**src/rtl/uop_xfer_pkg.sv**
```systemverilog
package uop_xfer_pkg;
  localparam int unsigned DEF_WIN    = 8;
  localparam int unsigned DEF_DEC_W  = 3;
  localparam int unsigned DEF_MOP_W  = 2;
  localparam int unsigned DEF_DATA_W = 8;
  localparam int unsigned DEF_UQ_SZ  = 8;

  typedef enum logic [1:0] {
    SLOT_OFF,   // already stopped earlier in the cycle
    SLOT_BLOCK, // empty head or queue full
    SLOT_WAIT,  // fetch access outstanding
    SLOT_MOVE
  } slot_st_e;
endpackage

```
**src/rtl/uop_run_end.sv**
```systemverilog
module uop_run_end #(
  parameter int unsigned WIN   = 8,
  parameter int unsigned MOP_W = 2,
  parameter int unsigned POS_W = 4
) (
  input  logic [POS_W-1:0]     start_i,
  input  logic [WIN-1:0]       vld_i,
  input  logic [WIN-1:0]       tc_i,
  input  logic [WIN*MOP_W-1:0] mop_i,
  output logic [POS_W-1:0]     tc_end_o,
  output logic [POS_W-1:0]     ins_end_o
);
  logic tc_hit, ins_hit;

  // first lane after start that breaks each kind of run
  always_comb begin
    tc_end_o  = POS_W'(WIN);
    ins_end_o = POS_W'(WIN);
    tc_hit    = 1'b0;
    ins_hit   = 1'b0;
    for (int j = 0; j < WIN; j++) begin
      if (POS_W'(j) > start_i) begin
        if (!tc_hit && !(vld_i[j] && tc_i[j])) begin
          tc_end_o = POS_W'(j);
          tc_hit   = 1'b1;
        end
        if (!ins_hit && !(vld_i[j] && (mop_i[j*MOP_W +: MOP_W] != '0))) begin
          ins_end_o = POS_W'(j);
          ins_hit   = 1'b1;
        end
      end
    end
  end
endmodule

```
**src/rtl/uop_slot.sv**
```systemverilog
module uop_slot
  import uop_xfer_pkg::*;
#(
  parameter int unsigned WIN     = 8,
  parameter int unsigned MOP_W   = 2,
  parameter int unsigned POS_W   = 4,
  parameter int unsigned OCC_W   = 6,
  parameter int unsigned UQ_SIZE = 8
) (
  input  logic [POS_W-1:0]     pos_i,
  input  logic                 stop_i,
  input  logic [OCC_W-1:0]     base_occ_i,
  input  logic [WIN-1:0]       vld_i,
  input  logic [WIN-1:0]       tc_i,
  input  logic [WIN-1:0]       done_i,
  input  logic [WIN*MOP_W-1:0] mop_i,
  output logic [POS_W-1:0]     pos_o,
  output logic                 stop_o
);
  localparam int unsigned XW = 1 << POS_W;

  logic [XW-1:0]    vld_x, tc_x, done_x;
  logic [OCC_W-1:0] occ;
  logic [POS_W-1:0] tc_end, ins_end;
  slot_st_e         st;

  assign vld_x  = XW'(vld_i);
  assign tc_x   = XW'(tc_i);
  assign done_x = XW'(done_i);
  assign occ    = base_occ_i + OCC_W'(pos_i);

  uop_run_end #(.WIN(WIN), .MOP_W(MOP_W), .POS_W(POS_W)) u_run (
    .start_i  (pos_i),
    .vld_i    (vld_i),
    .tc_i     (tc_i),
    .mop_i    (mop_i),
    .tc_end_o (tc_end),
    .ins_end_o(ins_end)
  );

  always_comb begin
    if (stop_i)                                          st = SLOT_OFF;
    else if (!vld_x[pos_i] || occ >= OCC_W'(UQ_SIZE))    st = SLOT_BLOCK;
    else if (!tc_x[pos_i] && !done_x[pos_i])             st = SLOT_WAIT;
    else                                                 st = SLOT_MOVE;
  end

  always_comb begin
    pos_o  = pos_i;
    stop_o = 1'b0;
    unique case (st)
      SLOT_OFF, SLOT_BLOCK: stop_o = 1'b1;
      SLOT_WAIT:            stop_o = 1'b0;
      SLOT_MOVE: begin
        // trace run ends the cycle
        pos_o  = tc_x[pos_i] ? tc_end : ins_end;
        stop_o = tc_x[pos_i];
      end
      default:              stop_o = 1'b1;
    endcase
  end
endmodule

```
**src/rtl/uop_push_reg.sv**
```systemverilog
module uop_push_reg #(
  parameter int unsigned WIN    = 8,
  parameter int unsigned MOP_W  = 2,
  parameter int unsigned DATA_W = 8,
  parameter int unsigned POS_W  = 4
) (
  input  logic                  clk_i,
  input  logic                  rst_ni,
  input  logic [POS_W-1:0]      pop_i,
  input  logic [WIN-1:0]        tc_i,
  input  logic [WIN*MOP_W-1:0]  mop_i,
  input  logic [WIN*DATA_W-1:0] data_i,
  output logic [POS_W-1:0]      cnt_o,
  output logic [WIN-1:0]        tc_o,
  output logic [WIN*MOP_W-1:0]  mop_o,
  output logic [WIN*DATA_W-1:0] data_o,
  output logic [WIN-1:0]        inuq_o
);
  logic [WIN-1:0]        take;
  logic [WIN*MOP_W-1:0]  mop_m;
  logic [WIN*DATA_W-1:0] data_m;

  for (genvar k = 0; k < WIN; k++) begin : g_lane
    assign take[k]                    = POS_W'(k) < pop_i;
    assign mop_m[k*MOP_W +: MOP_W]    = take[k] ? mop_i[k*MOP_W +: MOP_W] : '0;
    assign data_m[k*DATA_W +: DATA_W] = take[k] ? data_i[k*DATA_W +: DATA_W] : '0;
  end

  always_ff @(posedge clk_i or negedge rst_ni) begin
    if (!rst_ni) begin
      cnt_o  <= '0;
      tc_o   <= '0;
      mop_o  <= '0;
      data_o <= '0;
      inuq_o <= '0;
    end else begin
      cnt_o  <= pop_i;
      tc_o   <= tc_i & take;
      mop_o  <= mop_m;
      data_o <= data_m;
      inuq_o <= take;
    end
  end
endmodule

```
**src/rtl/uop_xfer.sv**
```systemverilog
module uop_xfer
  import uop_xfer_pkg::*;
#(
  parameter  int unsigned WIN      = DEF_WIN,
  parameter  int unsigned DEC_W    = DEF_DEC_W,
  parameter  int unsigned MOP_W    = DEF_MOP_W,
  parameter  int unsigned DATA_W   = DEF_DATA_W,
  parameter  int unsigned UQ_SIZE  = DEF_UQ_SZ,
  localparam int unsigned POS_W    = $clog2(WIN + 1),
  localparam int unsigned UQ_CNT_W = $clog2(UQ_SIZE + WIN + 1)
) (
  input  logic                  clk_i,
  input  logic                  rst_ni,
  input  logic [WIN-1:0]        fq_vld_i,
  input  logic [WIN-1:0]        fq_tc_i,
  input  logic [WIN-1:0]        fq_done_i,
  input  logic [WIN*MOP_W-1:0]  fq_mop_i,
  input  logic [WIN*DATA_W-1:0] fq_data_i,
  input  logic [UQ_CNT_W-1:0]   uq_cnt_i,
  output logic [POS_W-1:0]      pop_cnt_o,
  output logic [POS_W-1:0]      push_cnt_o,
  output logic [WIN-1:0]        push_tc_o,
  output logic [WIN*MOP_W-1:0]  push_mop_o,
  output logic [WIN*DATA_W-1:0] push_data_o,
  output logic [WIN-1:0]        push_inuq_o
);
  localparam int unsigned OCC_W = $clog2(UQ_SIZE + 2 * WIN + 1) + 1;

  logic [POS_W-1:0] pos_c  [DEC_W+1];
  logic             stop_c [DEC_W+1];
  logic [OCC_W-1:0] base_occ;

  // pending push not yet reflected in uq_cnt_i
  assign base_occ  = OCC_W'(uq_cnt_i) + OCC_W'(push_cnt_o);
  assign pos_c[0]  = '0;
  assign stop_c[0] = !rst_ni;

  for (genvar s = 0; s < DEC_W; s++) begin : g_slot
    uop_slot #(
      .WIN(WIN), .MOP_W(MOP_W), .POS_W(POS_W), .OCC_W(OCC_W), .UQ_SIZE(UQ_SIZE)
    ) u_slot (
      .pos_i     (pos_c[s]),
      .stop_i    (stop_c[s]),
      .base_occ_i(base_occ),
      .vld_i     (fq_vld_i),
      .tc_i      (fq_tc_i),
      .done_i    (fq_done_i),
      .mop_i     (fq_mop_i),
      .pos_o     (pos_c[s+1]),
      .stop_o    (stop_c[s+1])
    );
  end

  assign pop_cnt_o = pos_c[DEC_W];

  uop_push_reg #(.WIN(WIN), .MOP_W(MOP_W), .DATA_W(DATA_W), .POS_W(POS_W)) u_push (
    .clk_i (clk_i),
    .rst_ni(rst_ni),
    .pop_i (pop_cnt_o),
    .tc_i  (fq_tc_i),
    .mop_i (fq_mop_i),
    .data_i(fq_data_i),
    .cnt_o (push_cnt_o),
    .tc_o  (push_tc_o),
    .mop_o (push_mop_o),
    .data_o(push_data_o),
    .inuq_o(push_inuq_o)
  );
endmodule

```
**config.mk**
```make
export PLATFORM = sky130hd
export DESIGN_NAME = uop_xfer
export DESIGN_NICKNAME = d
export VERILOG_FILES = /design/src/rtl/uop_xfer_pkg.sv /design/src/rtl/uop_run_end.sv /design/src/rtl/uop_slot.sv /design/src/rtl/uop_push_reg.sv /design/src/rtl/uop_xfer.sv
export SDC_FILE = /design/constraint.sdc
export NUM_CORES = 1
export LEC_CHECK = 0
export ABC_CLOCK_PERIOD_IN_PS = 11100
export BUFFER_PORTS_ARGS = -buffer_cell sky130_fd_sc_hd__buf_2
export CORE_AREA = 3 3 128 130
export CTS_BUF_LIST = sky130_fd_sc_hd__clkbuf_2 sky130_fd_sc_hd__clkbuf_4 sky130_fd_sc_hd__clkbuf_8
export DETAILED_ROUTE_END_ITERATION = 10
export DIE_AREA = 0 0 131 133
export PLACE_DENSITY = 0.75
export SYNTH_ARGS = -nofsm -noshare
export SYNTH_HDL_FRONTEND = slang
export SYNTH_SLANG_ARGS = --single-unit
```
**constraint.sdc**
```tcl
create_clock -name clk_i -period 11.1 [get_ports clk_i]
set_input_delay 1.665 -clock clk_i [delete_from_list [all_inputs] [get_ports clk_i]]
set_output_delay 1.665 -clock clk_i [all_outputs]
set_load 0.05 [all_outputs]
```
## After elaboration in Yosys (flattened, before gate mapping)

Cells that the tools add are included.

| word-level totals | value |
|---|---|
| word-level logic and storage cells | 367 |
| register bits after elaboration | 100 |
| input port bits | 111 |

| operators by class | value |
|---|---|
| multiplexer cells | 187 |
| bitwise operators | 1 |
| reduce and logical (&&, ||, !) cells | 135 |
| $lt $le $gt $ge | 29 |
| add/sub/neg operators | 3 |
| eq/ne operators | 7 |

Operator list:

| operator | count |
|---|---|
| $mux 4 | 82 |
| $mux 1 | 75 |
| $mux 8 | 8 |
| $logic_not 1->1 | 61 |
| $logic_and 1x1->1 | 59 |
| $gt 3x4->1 const A | 8 |
| $mux 2 | 14 |
| $bmux 1 s4 | 6 |
| $ge 6x4->1 const B | 3 |
| $gt 1x4->1 const A | 4 |
| $gt 2x4->1 const A | 4 |
| $lt 3x4->1 const A | 4 |
| $reduce_bool 2->1 | 8 |
| $add 6x4->6 | 2 |
| $eq 2x2->1 const B | 5 |
| $lt 4x5->1 const B | 2 |
| $and 8x8->8 | 1 |
| $lt 1x4->1 const A | 2 |
| $lt 2x4->1 const A | 2 |
| $add 5x4->6 | 1 |
| $pmux 1 s3 | 2 |
| $eq 2x1->1 const B | 2 |
| $logic_not 2->1 | 2 |
| $reduce_or 2->1 | 2 |
| $logic_or 1x1->1 | 3 |

## Logic depth before layout (Yosys ltp)

Gate-level depths: netlist (run 1).

| logic depth | value |
|---|---|
| depth after elaboration | 88 |
| depth in mapped cells | 33 |
| gate-level depth less buffers | 30 |

## Cells and area by module

Synthesis (run 1) repeated with hierarchy kept, for this count alone.

| unflattened totals | value |
|---|---|
| cells, all modules | 572 |
| area total of the unflattened synthesis | 6,058.3 um^2 |

By module, submodules not included:

| module | cells each | area each (um^2) | instances |
|---|---|---|---|
| uop_push_reg | 213 | 3,244.4 | 1 |
| uop_slot | 59 | 520.5 | 3 |
| uop_run_end | 55 | 367.9 | 3 |
| uop_xfer | 17 | 148.9 | 1 |

## Worst setup path before layout (run 1)

No wires, ideal clock.

| timing path | value |
|---|---|
| path type | input port to output port |
| start | input port uq_cnt_i[0] |
| end | output port pop_cnt_o[0] |
| data required time | 9.435 ns |
| stages on the path | 27 |
| path buffers | 2 |
| arrival | 8.520 ns |
| slack | 0.915 ns |
| path through | ha_1 -> fa_1 -> nand3_1 -> a21oi_1 -> o211a_1 -> buf_6 -> nand4_1 -> clkinv_1 -> ha_1 -> fa_1 -> and4b_1 -> o2111ai_1 -> a211oi_2 -> o21ai_1 -> or4_1 -> buf_2 -> or4_4 -> nand3_2 -> inv_2 -> ha_1 -> fa_1 -> a211oi_1 -> a31o_2 -> a31oi_1 -> nor3_1 -> o2111a_1 -> mux2i_1 |

| on the way | value |
|---|---|
| longest elaborated chain between the ends | 71 |
| elaborated cells between the ends (all ways) | 239 |

Ends and longest elaborated chain:

| what | line | RTL |
|---|---|---|
| start, declared | uop_xfer.sv:19 | `input logic [UQ_CNT_W-1:0] uq_cnt_i,` |
| $add 5x4->6 (*) | uop_xfer.sv:34 | `assign base_occ = OCC_W'(uq_cnt_i) + OCC_W'(push_cnt_o);` |
| $ge 6x4->1 | uop_slot.sv:43 | `else if (!vld_x[pos_i] \|\| occ >= OCC_W'(UQ_SIZE)) st = SLOT_BLOCK;` |
| $logic_or 1x1->1 | uop_slot.sv:43 |  |
| $mux 2 | uop_slot.sv:43 |  |
| $mux 2 | uop_slot.sv:42 | `if (stop_i) st = SLOT_OFF;` |
| $eq 2x2->1 | uop_slot.sv:51 | `unique case (st)` |
| $mux 4 | uop_slot.sv:51 |  |
| $gt 1x4->1 | uop_run_end.sv:22 | `if (POS_W'(j) > start_i) begin` |
| [55 not listed] | -- |  |
| $mux 1, on equally long branches | uop_run_end.sv:27, uop_run_end.sv:23 |  |
| $mux 1 | uop_run_end.sv:22 |  |
| $logic_not 1->1, on equally long branches | uop_run_end.sv:27, uop_run_end.sv:23 |  |
| $logic_and 1x1->1, on equally long branches | uop_run_end.sv:27, uop_run_end.sv:23 |  |
| $mux 4, on equally long branches | uop_run_end.sv:27, uop_run_end.sv:23 |  |
| $mux 4 | uop_run_end.sv:22 |  |
| $mux 4 | uop_slot.sv:56 | `pos_o = tc_x[pos_i] ? tc_end : ins_end;` |
| $mux 4 (*) | uop_slot.sv:51 |  |
| end, declared | uop_xfer.sv:20 | `output logic [POS_W-1:0] pop_cnt_o,` |

Mark *: on every way between the ends. The rest lies on a longest branch, timed or not. The select of a mux whose other input is x is not followed.

## Worst setup path after layout (run 1)

| timing path | value |
|---|---|
| start | input port uq_cnt_i[0] |
| end | output port pop_cnt_o[1] |

The elaborated chain is that of the path after synthesis.

==> flow_summary.toml, run 1 <==
[place]
place_ws_ns = 0.587
place_hpwl_um = 16500
gp_congestion = 1.06
placed_area_um2 = 7100
portBuffers = 214

[timing]
fin_crit_sh_pct = 95.7
worst_slack_ns = 0.480
max_slew_margin_pct = 34.5
slew_viol_final = 0
hold_ws_ns = 1.10
fin_tns_setup_ns = 0
finalHoldViolCount = 0
min_period_ns = 10.62
grt_setup_unrepaired = "no"
skew_ns = 0.0177
setup_viol = 0
worstMarginPinSlew_ns = 0.970
max_freq_mhz = 94.2

[synthesis]
yosysMostFrequentCell = "dfrtp_1"
seq_area_frac_synth_pct = 43.0
synthDistinctLibCells = 85
ys_warn_count = 0
synth_edf_count = 0
synthTopCellsByCount = "dfrtp_1 (99), and2_1 (47), nor2_1 (39)"
ys_ff_latch = 99
synthCells = 591
synth_area_um2 = 5760
syn-num-nets = 717
async_flop_share_pct = 100
ys.flop_type = "dfrtp_1"
ys_top_cells_by_area = "dfrtp_1 (43%), and2_1 (5.1%), a211oi_1 (2.6%)"
syn_avg_cell_area_um2 = 9.75
synth_top_cell_area_share_pct = 43.0
yosysTopAreaCell = "dfrtp_1"

[setup_path]
reg2reg_slack_ns = 2.61
criticalPathCategory = "input pin to output pin"
start_kind = "input pin"
crit_fanout = 15
cp-end-kind = "output pin"
critPathMaxStageDelay_ns = 0.58
cp_slowest_cell = "or4_4"
required_ns = 9.44
ff2ff_path_depth = 27
critPathArrivalTime_ns = 8.95

[routing]
drt_first_pass_iters = 5
viasPerCell = 5.61
wirelength_um = 20600
vias = 5757
antenna_left = 0
drc = 0
wl_per_cell_um = 20.1
drt_iter0_markers = 536

[pwr]
peakVddDrop_mv = 0.0535
leakagePower_nw = 3.94
p_per_area_nw_per_um2 = 97.7

[clocking]
cts_buffers = 9
cts_buffer_depth = 2
clkSinkCount = 99
cts_htree_levels = 3
cts_tree = "done"
cts_root_buf = "clkbuf_8"
clk_pin_slew_ns = 0.09
post_cts_resized = 0
insertion_delay_ns = 0.39
post_cts_buffers = 0
cts_hold_buf = 0

[global_route]
gr-total-overflow = 0
grt_pass1_wl_um = 31400
grt_max_degree = 65
antenna_found_initial = 0
grtUsageTotal_pct = 23.3
grt_pass1_vias = 5555

[status]
status = "finished clean"

[cells_and_area]
final_net_count = 937
n_antenna_cell = 0
final_cell_area_um2 = 7310
layout-drive-gt1-share_pct = 34.7
postLayoutCoreUtil_pct = 47.9
syn2layout_area_growth_pct = 26.8

[floorplanning]
fp.coreArea_um2 = 15300
rows = 45
io_pins = 215
initial_utilization_pct = 37.8
die_w_um = 131
die_h_um = 133
die_area_um2 = 17400

[flow_run]
cap_violations = 0

[worst_hold_path]
hold_path.class = "flip-flop to flip-flop"
holdPathStages = 6
## metal layers
metal,up-vias,part of all wire [%],track usage (%)
met5,-,0,0
met4,0,4.4,9.54
met2,330,48,38.3
met1,2726,39,29.4
li1,2641,-,-
met3,60,8.4,4.84
## worst max-delay path: cells and delay by family
family	cells	cell delay [ns]
simple gates	8	2.43
compound gates	10	2.10
fa+ha+maj	6	1.97
buf+inv	5	0.77
## cell families (layout without fill, tap and decap cells)
kind of cell	Yosys count	count (layout)	share of synthesized area, %
and+or+nand+nor	205	205	19.4
AOI/OAI and AO/OA	198	198	26.7
DFF	99	99	43.0
buffers and inverters	61	286	4.88
adders and majority gates	15	15	3.65
muxes	11	11	2.08
xor gates and xnor gates	2	2	0.304
## cell type report
class | instances | area [um2]
flip-flops and latches | 99 | 2480
multi-input cells | 431 | 3010
clock buffers | 9 | 124
fillers | 1444 | 7950
repair buffers | 231 | 1200
inverters | 39 | 146
clock inverters | 7 | 82.6
well taps | 211 | 264
## per-stage QoR
step | total power [W] | cells
3_5_place_dp | 0.000473 | 1011
2_1_floorplan | 0.000420 | 591
6_report | 0.000714 | 1027
3_3_place_gp | 0.000475 | 1011
4_1_cts | 0.000717 | 1027
5_1_grt | 0.000743 | 1027
## power by group
| group | internal (W) | switching (W) | total (W) |
|---|---|---|---|
| Combinational | 0.0000359 | 0.0000707 | 0.000107 |
| Clock | 0.000108 | 0.000137 | 0.000246 |
| Sequential | 0.000361 | 0.000000338 | 0.000362 |
| Total | 0.000506 | 0.000208 | 0.000714 |
## registers in the layout (all words and copies together), names as in the netlist
register and cells:
u_push.mop_o 16, u_push.inuq_o 7, u_push.data_o 64, u_push.cnt_o 4, u_push.tc_o 8
## worst paths after layout
path                                                start                    endpoint
worst max-delay path                          uq_cnt_i[0]                pop_cnt_o[1]
worst max register to register  u_push.cnt_o[0]$_DFF_PN0_  u_push.mop_o[13]$_DFF_PN0_
max in group asynchronous                          rst_ni    u_push.tc_o[6]$_DFF_PN0_
min in group asynchronous                          rst_ni  u_push.data_o[2]$_DFF_PN0_
worst min register to register  u_push.cnt_o[1]$_DFF_PN0_    u_push.tc_o[0]$_DFF_PN0_
worst min-delay path            u_push.cnt_o[1]$_DFF_PN0_    u_push.tc_o[0]$_DFF_PN0_
## layout by cell type (no fill, tap or decap), types with 11 or more instances in the layout
| cell | count |
|---|---|
| buf_2 | 213 |
| dfrtp_1 | 99 |
| and2_1 | 47 |
| nor2_1 | 39 |
| nand2_1 | 37 |
| inv_1 | 33 |
| a21oi_1 | 24 |
| o21ai_0 | 22 |
| a211oi_1 | 20 |
| buf_4 | 18 |
| a31oi_1 | 15 |
| nand3_1 | 14 |
| and3_1 | 14 |
| nor2b_1 | 14 |
| a311oi_1 | 14 |
| ha_1 | 12 |
| nor3_1 | 11 |
Power figures use the tool's default switching activity.
==> inputs of run 2 (changes only) <==
--- a/config.mk
+++ b/config.mk
@@ -5,13 +5,13 @@
 export SDC_FILE = /design/constraint.sdc
 export NUM_CORES = 1
 export LEC_CHECK = 0
-export ABC_CLOCK_PERIOD_IN_PS = 11100
+export ABC_CLOCK_PERIOD_IN_PS = 9150
 export BUFFER_PORTS_ARGS = -buffer_cell sky130_fd_sc_hd__buf_2
 export CORE_AREA = 3 3 128 130
 export CTS_BUF_LIST = sky130_fd_sc_hd__clkbuf_2 sky130_fd_sc_hd__clkbuf_4 sky130_fd_sc_hd__clkbuf_8
 export DETAILED_ROUTE_END_ITERATION = 10
 export DIE_AREA = 0 0 131 133
-export PLACE_DENSITY = 0.75
+export PLACE_DENSITY = 0.78
 export SYNTH_ARGS = -nofsm -noshare
 export SYNTH_HDL_FRONTEND = slang
 export SYNTH_SLANG_ARGS = --single-unit
==> constraint.sdc (replaced) <==
create_clock -name clk_i -period 9.15 [get_ports clk_i]
set_input_delay 1.3725 -clock clk_i [delete_from_list [all_inputs] [get_ports clk_i]]
set_output_delay 1.3725 -clock clk_i [all_outputs]
set_load 0.05 [all_outputs]
==> run 2 against run 1 <==
Total power up 19%. Critical path type unchanged. Critical endpoint is now pop_cnt_o[3]. Cell count increased by 3.8%. Clock power is 11% higher.
==> flow_summary.toml, run 2 (synthesized netlist as in run 1, its figures left out) <==
[status]
status = "finished clean"

[routing]
drc = 0
drt_first_pass_iters = 7
wl_per_cell_um = 19.9
vias = 5992
wirelength_um = 21200
antenna_left = 0
viasPerCell = 5.62
drt_iter0_markers = 492

[timing]
slew_viol_final = 0
skew_ns = 0.0134
fin_tns_setup_ns = 0
max_freq_mhz = 113
hold_ws_ns = 1.08
worstMarginPinSlew_ns = 1.05
finalHoldViolCount = 0
fin_crit_sh_pct = 97.0
min_period_ns = 8.88
max_slew_margin_pct = 29.6
setup_viol = 0

[cells_and_area]
final_net_count = 976
largest_register_ffs = 64
syn2layout_area_growth_pct = 33.6
final_common_cell = "buf_2"
regMostFlops = "u_push.data_o"
n_antenna_cell = 0
layout-drive-gt1-share_pct = 39.5
final_cell_mix = "buf_2 (209), dfrtp_1 (99), buf_4 (55), and2_1 (47), nor2_1 (38)"
largestRegisters = "u_push.data_o (64), u_push.mop_o (16), u_push.tc_o (8)"

[clocking]
cts_buffer_depth = 2
cts_tree = "done"
cts_htree_levels = 3
insertion_delay_ns = 0.39
cts_buffers = 9
clk_pin_slew_ns = 0.09
cts_root_buf = "clkbuf_8"
clkSinkCount = 99
cts_hold_buf = 0

[floorplanning]
die_area_um2 = 17400
initial_utilization_pct = 37.8
die_w_um = 131
fp.coreArea_um2 = 15300
io_pins = 215
rows = 45
die_h_um = 133

[global_route]
grt_max_degree = 67
grt_pass1_vias = 5575
grtUsageTotal_pct = 23.4
antenna_found_initial = 0
gr-total-overflow = 0
grt_pass1_wl_um = 31400

[setup_path]
critPathArrivalTime_ns = 7.50
required_ns = 7.78
critPathMaxStageDelay_ns = 0.53
criticalPathCategory = "input pin to output pin"
start_kind = "input pin"
cp_slowest_cell = "or4_4"
cp-end-kind = "output pin"
ff2ff_path_depth = 32
crit_top_cell = "ha_1"
crit_fanout = 3

[pwr]
peakVddDrop_mv = 0.0615
p_per_area_nw_per_um2 = 110
leakagePower_nw = 4.14

[place]
portBuffers = 214
gp_congestion = 1.01
place_hpwl_um = 16900

[flow_run]
cap_violations = 0

[worst_hold_path]
hold_path.class = "input pin to async pin"
[run 2: cell types whose count changed in the layout (fill, tap and decap cells not counted), moves of 2 or more]
cell / change
buf_12: +2
buf_2: -4
a21oi_2: +3
buf_6: +2
a21oi_1: -3
buf_4: +37
[run 2: worst paths after layout]
check / from / to / slack [ns]
min in group clk_i: fq_data_i[37] / u_push.data_o[37]$_DFF_PN0_ / 1.18
worst min-delay path: rst_ni / u_push.data_o[2]$_DFF_PN0_ / 1.08
worst max-delay path: uq_cnt_i[0] / pop_cnt_o[3] / 0.27
worst min register to register: u_push.cnt_o[1]$_DFF_PN0_ / u_push.tc_o[0]$_DFF_PN0_ / 1.22
max in group asynchronous: rst_ni / u_push.data_o[20]$_DFF_PN0_ / 6.90
worst max register to register: u_push.cnt_o[0]$_DFF_PN0_ / u_push.data_o[26]$_DFF_PN0_ / 1.71
[run 2: cell type report]
type,instances,area (um2)
fill,1429,7560
multi-input combinational,431,3070
sequential,99,2480
timing repair buffer,270,1540
tap,211,264
inverter,39,151
clock buffer,9,124
clock inverter,7,67.6
[run 2: metrics by stage]
stage	setup slack (ns)	power, W	utilization (%)	cells	cell area (um2)
CTS	0.0251	0.000856	49.9	1061	7620
global placement	0.127	0.000582	48.6	1045	7420
global route	-0.0300	0.000888	50.5	1066	7700
floorplan	-0.0284	0.000510	-	591	5800
detailed placement	0.0313	0.000581	48.6	1045	7420
finish	0.273	0.000848	50.5	1066	7700
[run 2: where the power goes]
group | internal, W | total (W) | switching, W
Sequential | 0.000438 | 0.000439 | 0.000000397
Combinational | 0.0000498 | 0.000137 | 0.0000877
Clock | 0.000106 | 0.000272 | 0.000166
Total | 0.000594 | 0.000848 | 0.000254
[run 2: routing by layer]
layer | global-route usage, % | vias to the layer above | part of all wire [%]
li1 | - | 2717 | -
met1 | 29.0 | 2808 | 37
met2 | 38.9 | 372 | 49
met3 | 5.49 | 95 | 8.9
met4 | 9.54 | 0 | 5.2
met5 | 0 | - | 0
[run 2: repair_timing]
action                     in CTS  in global routing
setup buffers                   0                  5
pin swaps                       0                  6
resized for setup               1                 14
setup endpoints to repair       1                  4
[run 2: critical path, delay by kind of cell]
family	cells	cell delay [ns]
AOI/OAI and AO/OA	10	1.76
buffers and inverters	6	0.80
and+or+nand+nor	7	1.77
adders and majority gates	6	1.78
==> inputs of run 3 (changes only) <==
==> constraint.sdc (replaced) <==
create_clock -name clk_i -period 9.15 [get_ports clk_i]
set_input_delay 1.83 -clock clk_i [delete_from_list [all_inputs] [get_ports clk_i]]
set_output_delay 1.83 -clock clk_i [all_outputs]
set_load 0.05 [all_outputs]
==> run 3 against run 2 <==
Clock skew grew 0.0046 ns. Design area rose by 5.6%. Non-clock buffer count up 24. Total power up 6.5%. Via count is 3.1% higher. Sequential cell count stayed put. Wire length rose by 0.38%. Highest routed layer unchanged. Largest cell class unchanged. Clock power increased by 17%. Utilization rose by 2.8 points. Die area did not move. Fmax fell by 3.1%. Sequential share of layout area is 1.7 points lower. The run now ends with negative setup slack left.
==> flow_summary.toml, run 3 (synthesized netlist as in run 1, its figures left out) <==
[routing]
wl_per_cell_um = 19.5
drc = 0
drt_first_pass_iters = 5
vias = 6177
drt_iter0_markers = 638
antenna_left = 0
wirelength_um = 21300
viasPerCell = 5.67

[setup_path]
critPathMaxStageDelay_ns = 0.45
required_ns = 7.32
crit_fanout = 4
start_kind = "input pin"
critPathArrivalTime_ns = 7.33
criticalPathCategory = "input pin to output pin"
cp-end-kind = "output pin"
cp_slowest_cell = "or4_4"

[timing]
max_freq_mhz = 109
grt_setup_unrepaired = "yes"
skew_ns = 0.0181
worst_slack_ns = -0.00909
fin_crit_sh_pct = 100
fin_tns_setup_ns = -0.00909
worstMarginPinSlew_ns = 0.863
max_slew_margin_pct = 42.3
slew_viol_final = 0
setup_viol = 1
min_period_ns = 9.16
finalHoldViolCount = 0

[worst_hold_path]
hold_path.class = "flip-flop to flip-flop"

[status]
violations = "negative setup slack"
status = "finished, violations left"

[pwr]
p_per_area_nw_per_um2 = 111
leakagePower_nw = 4.29
p_total_w = 0.000903
peakVddDrop_mv = 0.0704

[global_route]
gr-total-overflow = 0
grtUsageTotal_pct = 23.5
grt_max_degree = 56
grt_pass1_vias = 5872
antenna_found_initial = 0
grt_pass1_wl_um = 31900

[place]
place_ws_ns = -0.175
dp.cells = 1067
gp_congestion = 1.07
place_hpwl_um = 17100
portBuffers = 214

[clocking]
cts_root_buf = "clkbuf_8"
cts_tree = "done"
cts_buffers = 9
clk_pin_slew_ns = 0.09
cts_htree_levels = 3
insertion_delay_ns = 0.37
cts_buffer_depth = 2
clkSinkCount = 99

[cells_and_area]
final_net_count = 1000
n_antenna_cell = 0
largest_register_ffs = 64
largestRegisters = "u_push.data_o (64), u_push.mop_o (16), u_push.tc_o (8)"
finalNonFillerCells = 1090
final_common_cell = "buf_2"
final_cell_mix = "buf_2 (208), dfrtp_1 (99), buf_4 (77), and2_1 (47), nor2_1 (38)"
regMostFlops = "u_push.data_o"
n_fill_cell = 1355
layout-drive-gt1-share_pct = 42.8
syn2layout_area_growth_pct = 41.1

[floorplanning]
die_h_um = 133
rows = 45
die_area_um2 = 17400
initial_utilization_pct = 37.8
die_w_um = 131
io_pins = 215
fp.coreArea_um2 = 15300

[flow_run]
cap_violations = 0
-- run 3: cell types whose count changed in the layout (fill, tap and decap cells not counted), sizes merged --
cell,delta
clkbuf,-1
inv,-2
clkinv,-1
clkinvlp,+1
buf,+25
bufinv,+2
-- run 3: per-stage QoR --
stage,instance area [um2],hold WS (ns),util (%)
6_report,8130,1.37,53.3
5_1_grt,8130,1.42,53.3
4_1_cts,8020,1.34,52.6
3_5_place_dp,7670,1.32,50.3
3_3_place_gp,7670,1.32,50.3
2_1_floorplan,5910,1.36,-
-- run 3: worst paths after layout --
path / start / to / slack, ns / cells after the start
max in group asynchronous: rst_ni / u_push.data_o[34]$_DFF_PN0_ / 6.47 / 3
min: u_push.cnt_o[3]$_DFF_PN0_ / u_push.tc_o[0]$_DFF_PN0_ / 1.37 / 6
max: uq_cnt_i[0] / pop_cnt_o[1] / -0.009 / 30
min reg2reg: u_push.cnt_o[3]$_DFF_PN0_ / u_push.tc_o[0]$_DFF_PN0_ / 1.37 / 6
max reg2reg: u_push.cnt_o[0]$_DFF_PN0_ / u_push.tc_o[3]$_DFF_PN0_ / 2.39 / 30
min in group asynchronous: rst_ni / u_push.data_o[10]$_DFF_PN0_ / 1.61 / 2
-- run 3: cell type report --
class,instances,area (um2),share of cell area (%)
clock buffer,9,124,1.52
clock inverter,7,110,1.35
inverter,39,154,1.89
multi-input combinational,431,3260,40.1
sequential,99,2480,30.5
tap,211,264,3.25
timing repair buffer,294,1740,21.4
-- run 3: critical path, delay by kind of cell --
kind,cells,cell delay [ns]
buf+inv,6,0.66
fa+ha+maj,6,1.51
simple gates,8,1.61
compound gates,10,1.71
-- run 3: power breakdown --
part           internal (W)  switching, W
Sequential         0.000438   0.000000432
Combinational     0.0000541     0.0000913
Clock              0.000159      0.000160
-- run 3: layer usage --
layer	wire (um)	global-route usage, %
met2	10400	39.0
met3	1830	4.08
met5	0	0
met1	7950	28.9
met4	1150	11.6
-- run 3: timing repair --
item                                    CTS  global route
buffers inserted                          3             4
pin swaps                                 4             1
hold buffers                              0             0
endpoints found under the setup margin    4             4
resized for setup                        15            13
